===== src/rtl/dcache_pkg.sv =====
package dcache_pkg;

  typedef enum logic [3:0] {
    S_IDLE, S_CHECK, S_SW, S_WB, S_FILL_REQ, S_FILL_WAIT,
    S_BRD_REQ, S_BRD_WAIT, S_FL_CHK
  } cstate_t;

  typedef enum logic [2:0] {
    DIR_NONE, DIR_FILL, DIR_SET_DIRTY, DIR_CLR_DIRTY, DIR_INVAL
  } dir_op_t;

endpackage


===== src/rtl/dcache_dir.sv =====
module dcache_dir
  import dcache_pkg::*;
#(
  parameter int LINES = 16,
  parameter int TAG_W = 4,
  localparam int IDX_W = $clog2(LINES)
) (
  input  logic             clk,
  input  logic             rst_n,
  input  logic [IDX_W-1:0] idx,
  input  dir_op_t          op,
  input  logic [TAG_W-1:0] op_tag,
  output logic             line_valid,
  output logic             line_dirty,
  output logic [TAG_W-1:0] line_tag
);

  logic [LINES-1:0] valid_q;
  logic [LINES-1:0] dirty_q;
  logic [TAG_W-1:0] tag_q [LINES];

  for (genvar i = 0; i < LINES; i++) begin : g_line
    always_ff @(posedge clk or negedge rst_n) begin
      if (!rst_n) begin
        valid_q[i] <= 1'b0;
        dirty_q[i] <= 1'b0;
      end else if (idx == IDX_W'(i)) begin
        unique case (op)
          DIR_FILL:      begin valid_q[i] <= 1'b1; dirty_q[i] <= 1'b0; end
          DIR_SET_DIRTY: dirty_q[i] <= 1'b1;
          DIR_CLR_DIRTY: dirty_q[i] <= 1'b0;
          DIR_INVAL:     begin valid_q[i] <= 1'b0; dirty_q[i] <= 1'b0; end
          default: ;
        endcase
      end
    end

    always_ff @(posedge clk) begin
      if (idx == IDX_W'(i) && op == DIR_FILL) tag_q[i] <= op_tag;
    end


    dirty_needs_valid_chk: assert property (@(posedge clk) disable iff (!rst_n)
      dirty_q[i] |-> valid_q[i]);
  end

  assign line_valid = valid_q[idx];
  assign line_dirty = dirty_q[idx];
  assign line_tag   = tag_q[idx];

endmodule


===== src/rtl/dcache_data.sv =====
module dcache_data #(
  parameter int LINES = 16,
  parameter int WPL   = 4,
  parameter int DW    = 32,
  localparam int IDX_W = $clog2(LINES),
  localparam int OFF_W = $clog2(WPL)
) (
  input  logic             clk,
  input  logic [IDX_W-1:0] rd_idx,
  input  logic [OFF_W-1:0] rd_off,
  output logic [DW-1:0]    rd_data,
  input  logic             we,
  input  logic [IDX_W-1:0] wr_idx,
  input  logic [OFF_W-1:0] wr_off,
  input  logic [DW-1:0]    wr_data
);

  localparam int SLOTS = LINES * WPL;
  localparam int SL_W  = IDX_W + OFF_W;

  function automatic logic [SL_W-1:0] slot(input logic [IDX_W-1:0] i,
                                           input logic [OFF_W-1:0] o);
    return {i, o};
  endfunction

  logic [DW-1:0] word_q [SLOTS];

  always_ff @(posedge clk) begin
    if (we) word_q[slot(wr_idx, wr_off)] <= wr_data;
  end

  assign rd_data = word_q[slot(rd_idx, rd_off)];

endmodule


===== src/rtl/dcache_ctrl.sv =====
module dcache_ctrl
  import dcache_pkg::*;
#(
  parameter int AW    = 10,
  parameter int DW    = 32,
  parameter int LINES = 16,
  parameter int WPL   = 4
) (
  input  logic          clk,
  input  logic          rst_n,
  input  logic          cfg_cache_off,
  input  logic          cfg_force_wt,
  input  logic          flush_req,
  output logic          flush_done,
  input  logic          req_valid,
  output logic          req_ready,
  input  logic          req_write,
  input  logic [AW-1:0] req_addr,
  input  logic [DW-1:0] req_wdata,
  input  logic          req_pg_nocache,
  input  logic          req_pg_wt,
  output logic          rsp_valid,
  output logic [DW-1:0] rsp_rdata,
  output logic          mem_valid,
  input  logic          mem_ready,
  output logic          mem_write,
  output logic [AW-1:0] mem_addr,
  output logic [DW-1:0] mem_wdata,
  input  logic          mem_rvalid,
  input  logic [DW-1:0] mem_rdata
);

  localparam int OFF_W = $clog2(WPL);
  localparam int IDX_W = $clog2(LINES);
  localparam int TAG_W = AW - IDX_W - OFF_W;

  function automatic logic [TAG_W-1:0] tag_of(input logic [AW-1:0] a);
    return a[AW-1 -: TAG_W];
  endfunction
  function automatic logic [IDX_W-1:0] idx_of(input logic [AW-1:0] a);
    return a[OFF_W +: IDX_W];
  endfunction
  function automatic logic [OFF_W-1:0] off_of(input logic [AW-1:0] a);
    return a[OFF_W-1:0];
  endfunction
  function automatic logic [AW-1:0] word_addr(input logic [TAG_W-1:0] t,
      input logic [IDX_W-1:0] i, input logic [OFF_W-1:0] o);
    return {t, i, o};
  endfunction

  cstate_t          state;
  logic             q_write, q_byp, q_wt, q_miss;
  logic [AW-1:0]    q_addr;
  logic [DW-1:0]    q_wdata;
  logic [OFF_W-1:0] cnt;
  logic [IDX_W-1:0] fl_idx;
  logic             fl_mode, fl_pend;

  logic [IDX_W-1:0] idx_sel;
  logic             dir_valid, dir_dirty;
  logic [TAG_W-1:0] dir_tag;
  dir_op_t          dir_op;
  logic [DW-1:0]    data_rd;
  logic             data_we;
  logic [OFF_W-1:0] data_rd_off, data_wr_off;
  logic [DW-1:0]    data_wr;

  // named internal events
  logic ev_hit, ev_victim_dirty, ev_last, ev_mem_acc;
  assign idx_sel         = fl_mode ? fl_idx : idx_of(q_addr);
  assign ev_hit          = dir_valid && (dir_tag == tag_of(q_addr));
  assign ev_victim_dirty = dir_valid && dir_dirty;
  assign ev_last         = (cnt == OFF_W'(WPL - 1));
  assign ev_mem_acc      = mem_valid && mem_ready;

  assign req_ready = (state == S_IDLE) && !fl_pend && !flush_req;

  dcache_dir #(.LINES(LINES), .TAG_W(TAG_W)) dir_i (
    .clk(clk), .rst_n(rst_n), .idx(idx_sel), .op(dir_op),
    .op_tag(tag_of(q_addr)), .line_valid(dir_valid),
    .line_dirty(dir_dirty), .line_tag(dir_tag)
  );

  dcache_data #(.LINES(LINES), .WPL(WPL), .DW(DW)) data_i (
    .clk(clk), .rd_idx(idx_sel), .rd_off(data_rd_off), .rd_data(data_rd),
    .we(data_we), .wr_idx(idx_sel), .wr_off(data_wr_off), .wr_data(data_wr)
  );

  assign data_rd_off = (state == S_WB) ? cnt : off_of(q_addr);
  assign data_wr_off = (state == S_FILL_WAIT) ? cnt : off_of(q_addr);
  assign data_wr     = (state == S_FILL_WAIT) ? mem_rdata : q_wdata;
  assign data_we     = (state == S_CHECK && !q_byp && ev_hit && q_write) ||
                       (state == S_FILL_WAIT && mem_rvalid);

  always_comb begin
    dir_op = DIR_NONE;
    unique case (state)
      S_CHECK:     if (!q_byp && ev_hit && q_write && !q_wt) dir_op = DIR_SET_DIRTY;
      S_FILL_WAIT: if (mem_rvalid && ev_last) dir_op = DIR_FILL;
      S_WB:        if (mem_ready && ev_last) dir_op = DIR_CLR_DIRTY;
      S_FL_CHK:    if (!ev_victim_dirty) dir_op = DIR_INVAL;
      default: ;
    endcase
  end

  always_comb begin
    mem_valid = 1'b0;
    mem_write = 1'b0;
    mem_addr  = q_addr;
    mem_wdata = q_wdata;
    unique case (state)
      S_WB: begin
        mem_valid = 1'b1;
        mem_write = 1'b1;
        mem_addr  = word_addr(dir_tag, idx_sel, cnt);
        mem_wdata = data_rd;
      end
      S_FILL_REQ: begin
        mem_valid = 1'b1;
        mem_addr  = word_addr(tag_of(q_addr), idx_of(q_addr), cnt);
      end
      S_SW:      begin mem_valid = 1'b1; mem_write = 1'b1; end
      S_BRD_REQ: mem_valid = 1'b1;
      default: ;
    endcase
  end

  always_ff @(posedge clk or negedge rst_n) begin
    if (!rst_n) begin
      state <= S_IDLE;
      q_write <= 1'b0; q_byp <= 1'b0; q_wt <= 1'b0; q_miss <= 1'b0;
      q_addr <= '0; q_wdata <= '0; cnt <= '0;
      fl_idx <= '0; fl_mode <= 1'b0; fl_pend <= 1'b0;
      rsp_valid <= 1'b0; rsp_rdata <= '0; flush_done <= 1'b0;
    end else begin
      rsp_valid  <= 1'b0;
      flush_done <= 1'b0;
      if (flush_req && state != S_IDLE) fl_pend <= 1'b1;
      unique case (state)
        S_IDLE:
          if (flush_req || fl_pend) begin
            fl_pend <= 1'b0; fl_mode <= 1'b1; fl_idx <= '0; state <= S_FL_CHK;
          end else if (req_valid) begin
            q_write <= req_write; q_addr <= req_addr; q_wdata <= req_wdata;
            q_byp   <= cfg_cache_off || req_pg_nocache;
            q_wt    <= cfg_force_wt || req_pg_wt;
            state   <= S_CHECK;
          end
        S_CHECK: begin
          rsp_rdata <= '0;
          q_miss    <= !ev_hit;
          cnt       <= '0;
          if (q_byp) state <= q_write ? S_SW : S_BRD_REQ;
          else if (ev_hit) begin
            if (!q_write) begin
              rsp_rdata <= data_rd; rsp_valid <= 1'b1; state <= S_IDLE;
            end else if (q_wt) state <= S_SW;
            else begin rsp_valid <= 1'b1; state <= S_IDLE; end
          end else if (q_write) state <= S_SW;
          else state <= ev_victim_dirty ? S_WB : S_FILL_REQ;
        end
        S_SW:
          if (mem_ready) begin
            if (q_byp || !q_miss) begin rsp_valid <= 1'b1; state <= S_IDLE; end
            else state <= ev_victim_dirty ? S_WB : S_FILL_REQ;
          end
        S_WB:
          if (mem_ready) begin
            cnt <= cnt + 1'b1;
            if (ev_last) begin
              cnt <= '0; state <= fl_mode ? S_FL_CHK : S_FILL_REQ;
            end
          end
        S_FILL_REQ: if (mem_ready) state <= S_FILL_WAIT;
        S_FILL_WAIT:
          if (mem_rvalid) begin
            if (!q_write && cnt == off_of(q_addr)) rsp_rdata <= mem_rdata;
            cnt <= cnt + 1'b1;
            if (ev_last) begin
              cnt <= '0; rsp_valid <= 1'b1; state <= S_IDLE;
            end else state <= S_FILL_REQ;
          end
        S_BRD_REQ: if (mem_ready) state <= S_BRD_WAIT;
        S_BRD_WAIT:
          if (mem_rvalid) begin
            rsp_rdata <= mem_rdata; rsp_valid <= 1'b1; state <= S_IDLE;
          end
        S_FL_CHK:
          if (ev_victim_dirty) begin cnt <= '0; state <= S_WB; end
          else if (fl_idx == IDX_W'(LINES - 1)) begin
            fl_mode <= 1'b0; flush_done <= 1'b1; state <= S_IDLE;
          end else fl_idx <= fl_idx + 1'b1;
        default: state <= S_IDLE;
      endcase
    end
  end


  rd_hit_quiet_chk: assert property (@(posedge clk) disable iff (!rst_n)
    (state == S_CHECK && !q_byp && ev_hit && !q_write) |=> (rsp_valid && !mem_valid));

  wb_hit_quiet_chk: assert property (@(posedge clk) disable iff (!rst_n)
    (state == S_CHECK && !q_byp && ev_hit && q_write && !q_wt)
      |=> (rsp_valid && !mem_valid && rsp_rdata == '0));

  wt_hit_write_chk: assert property (@(posedge clk) disable iff (!rst_n)
    (state == S_CHECK && !q_byp && ev_hit && q_write && q_wt)
      |=> (mem_valid && mem_write && mem_addr == $past(q_addr) && mem_wdata == $past(q_wdata)));

  evict_first_chk: assert property (@(posedge clk) disable iff (!rst_n)
    (state == S_CHECK && !q_byp && !ev_hit && !q_write && ev_victim_dirty)
      |=> (mem_valid && mem_write));

  flush_done_pulse_chk: assert property (@(posedge clk) disable iff (!rst_n)
    flush_done |=> !flush_done);

  rsp_pulse_chk: assert property (@(posedge clk) disable iff (!rst_n)
    rsp_valid |=> !rsp_valid);

  mem_hold_chk: assert property (@(posedge clk) disable iff (!rst_n)
    (mem_valid && !mem_ready)
      |=> (mem_valid && $stable(mem_addr) && $stable(mem_write) && $stable(mem_wdata)));

  mem_acc_known_chk: assert property (@(posedge clk) disable iff (!rst_n)
    ev_mem_acc |-> !$isunknown(mem_addr));

endmodule


===== config.mk =====
export PLATFORM = sky130hd
export DESIGN_NAME = dcache_ctrl
export DESIGN_NICKNAME = d
export VERILOG_FILES = /design/src/rtl/dcache_pkg.sv /design/src/rtl/dcache_dir.sv /design/src/rtl/dcache_data.sv /design/src/rtl/dcache_ctrl.sv
export SDC_FILE = /design/constraint.sdc
export NUM_CORES = 2
export LEC_CHECK = 0
export CAP_MARGIN = 10
export CORE_MARGIN = 1.5
export CORE_UTILIZATION = 50
export CTS_CLUSTER_DIAMETER = 40
export DETAILED_ROUTE_END_ITERATION = 10
export PLACE_DENSITY = 0.75
export SKIP_LAST_GASP = 1
export SYNTH_ARGS = -nofsm -noshare
export SYNTH_HDL_FRONTEND = slang
export SYNTH_SLANG_ARGS = --single-unit

===== constraint.sdc =====
create_clock -name clk -period 12.43 [get_ports clk]
set_clock_uncertainty 0.1 [all_clocks]
set_input_delay 2.486 -clock clk [delete_from_list [all_inputs] [get_ports clk]]
set_output_delay 2.486 -clock clk [all_outputs]
set_load 0.02 [all_outputs]

After elaboration in Yosys (flattened, before gate mapping)
Memories as Yosys holds them, arrays and structs flattened.
Index checks and enable logic that the tools add are counted.
Widths: inputs -> output; s select.
- register bits: 124
- memory bits (writable): 2112
- output and inout port bits: 79
- memories kept: 2
- memory list (memory ; depth ; bits a word ; read ports ; clocked after Yosys merged registers in ; write ports ; RTL line ; source):
    data_i.word_q ; 64 ; 32 ; 1 ; 0 ; 1 ; dcache_data.sv:26 ; logic [DW-1:0] word_q [SLOTS];
    dir_i.tag_q ; 16 ; 4 ; 1 ; 0 ; 1 ; dcache_dir.sv:20 ; logic [TAG_W-1:0] tag_q [LINES];
- add/subtract/negate cells: 2
- $lt $le $gt $ge: 1
- equal/unequal tests: 46
- muxes and demuxes: 156
- bitwise logic cells: 1
- reduce and logical (&&, ||, !) cells: 107
- operator list (cell ; count):
    $mux 32 ; 8
    $mux 4 ; 48
    $pmux 32 s3 ; 1
    $mux 1 ; 72
    $reduce_and 2->1 ; 32
    $reduce_or 4->1 ; 16
    $eq 4x4->1 const B ; 10
    $pmux 4 s9 ; 1
    $eq 4x3->1 const B ; 8
    $logic_and 1x1->1 ; 31
    $ne 2x2->1 const B ; 11
    $mux 2 ; 10
    $pmux 10 s2 ; 1
    $mux 3 ; 6
    $eq 4x2->1 const B ; 4
    $reduce_and 4->1 ; 4
    $pmux 3 s4 ; 1
    $reduce_and 9->1 ; 1
    $bmux 1 s4 ; 2
    $eq 4x1->1 const B ; 2
    $logic_not 4->1 ; 2
    $pmux 2 s4 ; 1
    $pmux 4 s2 ; 1
    $reduce_bool 4->1 ; 2
    other kinds (22) ; 38

Longest topological paths before layout
- depth after elaboration: 29
- depth in mapped cells: 16
- mapped depth without buffers: 9

By module
Synthesis repeated with hierarchy kept, for this count alone.
- cells, all modules: 4311
- area total of the unflattened synthesis: 87973.1 um2
- by module, submodules not included (module ; instances ; cells each ; area each (um2)):
    dcache_data ; 1 ; 3479 ; 78398.9
    dcache_ctrl ; 1 ; 573 ; 5227.5
    dcache_dir ; 1 ; 259 ; 4346.7

Worst setup path before layout
Ideal clock, no wire load.
- path type: input port to flip-flop
- start point: input mem_rvalid
- end point: memory data_i.word_q[14][0], enable pin
- library setup time: 461 ps
- arrival: 5371 ps
- required time: 11869 ps
- setup slack: 6498 ps
- cell stages on the path: 4
- path through: clkbuf_1 a32oi_1 clkbuf_1 nor3_1
- cells in the longest elaborated chain, start to end: 4
- ends and longest elaborated chain (item ; RTL line ; source):
    start, declared ; dcache_ctrl.sv:29 ; input logic mem_rvalid,
    $logic_and 1x1->1 ; dcache_ctrl.sv:93 ; (state == S_FILL_WAIT && mem_rvalid);
    $logic_or 1x1->1 ; dcache_ctrl.sv:92 ; assign data_we = (state == S_CHECK && !q_byp && ev_hit && q_write) ||
    $mux 1 ; dcache_data.sv:29 ; if (we) word_q[slot(wr_idx, wr_off)] <= wr_data;
    $mux 1 (implied by the code) ; dcache_data.sv:29 ;
    end, declared ; dcache_data.sv:26 ;
Every way passes these cells.

Worst setup path in the final report
- start point: register fl_mode
- end point: output mem_wdata[20]
- cells in the longest elaborated chain, start to end: 3
- ends and longest elaborated chain (item ; RTL line ; source):
    start, declared ; dcache_ctrl.sv:57 ; logic fl_mode, fl_pend;
    start signal, assigned ; dcache_ctrl.sv:133 ; fl_idx <= '0; fl_mode <= 1'b0; fl_pend <= 1'b0;
    start signal, assigned ; dcache_ctrl.sv:142 ; fl_pend <= 1'b0; fl_mode <= 1'b1; fl_idx <= '0; state <= S_FL_CHK;
    start signal, assigned ; dcache_ctrl.sv:191 ; fl_mode <= 1'b0; flush_done <= 1'b1; state <= S_IDLE;
    $mux 4 ; dcache_ctrl.sv:70 ; assign idx_sel = fl_mode ? fl_idx : idx_of(q_addr);
    $mem_v2 64x32 ; -- ;
    $mux 32 ; dcache_ctrl.sv:111 ; unique case (state)
    end, declared ; dcache_ctrl.sv:28 ; output logic [DW-1:0] mem_wdata,
Every way passes these cells.

==> results.ini <==
[power_and_ir_drop]
p_sw_mw=8.51
clock_power_share=0.284
irDropWorstVdd_mv=0.197
power_frac_comb=0.316
swShare=0.354
power_frac_seq=0.400
power-per-cell-area_nw_per_um2=237
p_int_mw=15.5
leakage_nw=33.8

[cts]
cts_max_path_buffers=3
root_buffer=clkbuf_16
cts_resized=0
cts_made_buffers=224
clk_latency_ns=0.86
postCtsSetupRepairBufs=0
cts.clk_slew.worst_paths_ns=0.06
htreeDepth=4
cts_sinks=2236
cts_hold_buf=0
cts_tree=done

[outcome]
status=finished, final reports clean

[sta]
fmax_ghz=0.0982
final_max_slew_viol_count=0
finalHoldViolations=0
worstMarginPinSlew_ns=1.34
layout_min_cycle_time_ns=10.18
fin_crit_sh=0.819
finalSetupViolations=0
finalSetupTns_ns=0
slew-limit-headroom=0.0974
setup_ws_ns=2.25
rsz0062_at_grt=false

[yosys]
syn-num-nets=5360
synth_area_leaders=edfxtp_1, mux4_2, mux2i_1
syn_avg_cell_area_um2=16.7
synthArstFlopShare=0.0555
synth_commonest_cells=edfxtp_1, nand2_1, mux2i_1
syn_area_um2=88100
synth.distinct_cells=87
synth_top_cell_by_area=edfxtp_1
yosysMostFrequentCell=edfxtp_1
synthCells=5273
ys_seq_area_frac=0.755
synth-edff-count=2112
ys_warn_count=0
synth-main-ff-cell=edfxtp_1
yosysTopAreaCellShare=0.720
synth_seq_cells=2236

[grt]
grt_pass1_vias=52600
grt_pass1_wl_um=401000
overflow=0
grt_max_degree=101
grt.total_usage=0.320
antenna_found_initial=5

[run]
max_cap_violations=0

[setup_path]
r2r_slack_ns=4.95
worstSetupPathType=reg2out
r2r_end=data_i.word_q[36][22]
critical_path_arrival_ns=7.60
cp_max_fo=39
r2r_cells=11
crit_path_start_kind=flip-flop
r2r-start=fl_mode
cp-end-kind=output pin
cp.required_ns=9.84

[die]
dieWidth_um=423
die_area_um2=179000
dieHeight_um=423
rows=153
core_area_um2=174000
io_pins=164
initial_core_util=0.505

[finish]
fin_nets=5648
stdcell_area_um2=101000
nFillCells=12500
syn2layout_area_growth_pct=14.9
regArea_um2=66500
multiInputGateArea_um2=20800
layout-drive-gt1-share=0.168

[route]
dr.pass1.iters=9
via_per_inst=6.85
wl_per_cell_um=35.8
first_iter_violations=10900
wirelength_um=289000
route.vias.total=55300
post-route-drc-count=0
ant_nets=0

[min_path]
holdPathEnd=rsp_rdata[13]
whs_path_depth=1
min_from=rsp_rdata[13]
min_path_type=reg2reg

[placed_design]
dp_slack_ns=3.72
placed_cell_area_um2=93600
routabilityCongestion=0.948
io_buffers=163
hpwl_um=166000

[metrics by stage]
step	power [mW]	hold WS (ns)	cells	util
after floorplan	13.8	0.372	5273	-
after global placement	16.8	0.374	7654	0.537
after detailed placement	16.9	0.389	7655	0.537
after CTS	23.6	0.404	8069	0.580
after global routing	24.4	0.408	8074	0.580
final	24.0	0.403	8079	0.580
[power by group through the flow]
stage	sequential, mW	clock (mW)	combinational (mW)
after CTS	9.60	6.81	7.23
after global placement	9.74	0	7.06
final	9.60	6.82	7.59
after detailed placement	9.76	0	7.19
after floorplan	9.73	0	4.08
after global routing	9.62	7.09	7.71
[worst max-delay path, cell delays in order, from the launching register on]
cell and delay, ns:
dfrtp_1 0.95, mux2i_4 0.96, buf_4 0.78, a211oi_4 0.03, buf_4 0.33, nand2_1 0.63, o22ai_1 0.21, nor4b_1 1.06
o21ai_0 0.28, nor3_1 0.65, o21ai_0 0.22, clkdlybuf4s50_1 0.58
[flip-flops by register name (all words and copies together), names as in the netlist, 2 cells and up]
signal and cells:
data_i.word_q 2048, q_wdata 32, rsp_rdata 32, fl_idx 4, state 4, cnt 2
dir_i.tag_q 64, dir_i.dirty_q 16, dir_i.valid_q 16, q_addr 10
[cells in the final DEF (no fill, tap or decap), types with 20 or more instances in the layout]
master / count
a21oi_1: 209
edfxtp_1: 2112
nor3_2: 36
dfrtp_1: 124
clkinv_2: 29
a22oi_1: 81
clkbuf_16: 227
a211oi_1: 20
mux2i_1: 315
nand3_1: 202
a32oi_1: 25
nor4_1: 30
a2bb2oi_1: 24
o21ai_0: 96
clkdlybuf4s50_1: 162
nand2_1: 752
buf_4: 204
mux4_2: 221
bufinv_16: 24
nor3_4: 30
nand4_1: 43
nor3_1: 60
mux2_2: 82
clkbuf_1: 47
nor2_1: 103
o22ai_1: 114
clkinv_1: 36
a31oi_1: 34
[per-layer routing]
metal | vias up | track usage | wire length, um | part of all wire
met2 | 5405 | 0.468 | 125000 | 0.43
li1 | 21400 | - | - | -
met4 | 6 | 0.194 | 21600 | 0.075
met1 | 27300 | 0.414 | 93700 | 0.32
met3 | 1114 | 0.109 | 49100 | 0.17
met5 | - | 0 | 46 | 0.00016
[how the worst max path moves through the flow]
| stage | depth (start not counted) | to | from | slack (ns) |
|---|---|---|---|---|
| finish | 11 | mem_wdata[20] | fl_mode | 2.25 |
| global route | 11 | mem_wdata[20] | fl_mode | 2.42 |
| CTS | 11 | mem_wdata[3] | fl_mode | 2.79 |
| detailed placement | 11 | mem_wdata[20] | fl_mode | 3.72 |
| global placement | 11 | mem_wdata[20] | fl_mode | 3.80 |
| floorplan | 4 | data_i.word_q[14][0] | mem_rvalid | 6.50 |
[logic make-up (layout without fill, tap and decap cells)]
kind of cell,count (synthesis),after routing,synth area share
adders and majority gates,2,2,0.000284
DFF,2236,2236,0.755
and+or+nand+nor,1329,1329,0.0681
other,0,5,0
AOI/OAI and AO/OA,749,749,0.0556
buffers and inverters,325,801,0.0161
xor gates and xnor gates,6,6,0.000767
muxes,626,626,0.104
[area by class of cell]
class | count | area share
clock buffer | 276 | 0.0582
clock inverter | 138 | 0.0154
multi-input combinational | 2712 | 0.206
antenna | 5 | 0.000124
inverter | 5 | 0.000185
timing repair buffer | 382 | 0.0342
sequential | 2236 | 0.657
tap | 2325 | 0.0287
(Power assumes the default switching activity.)
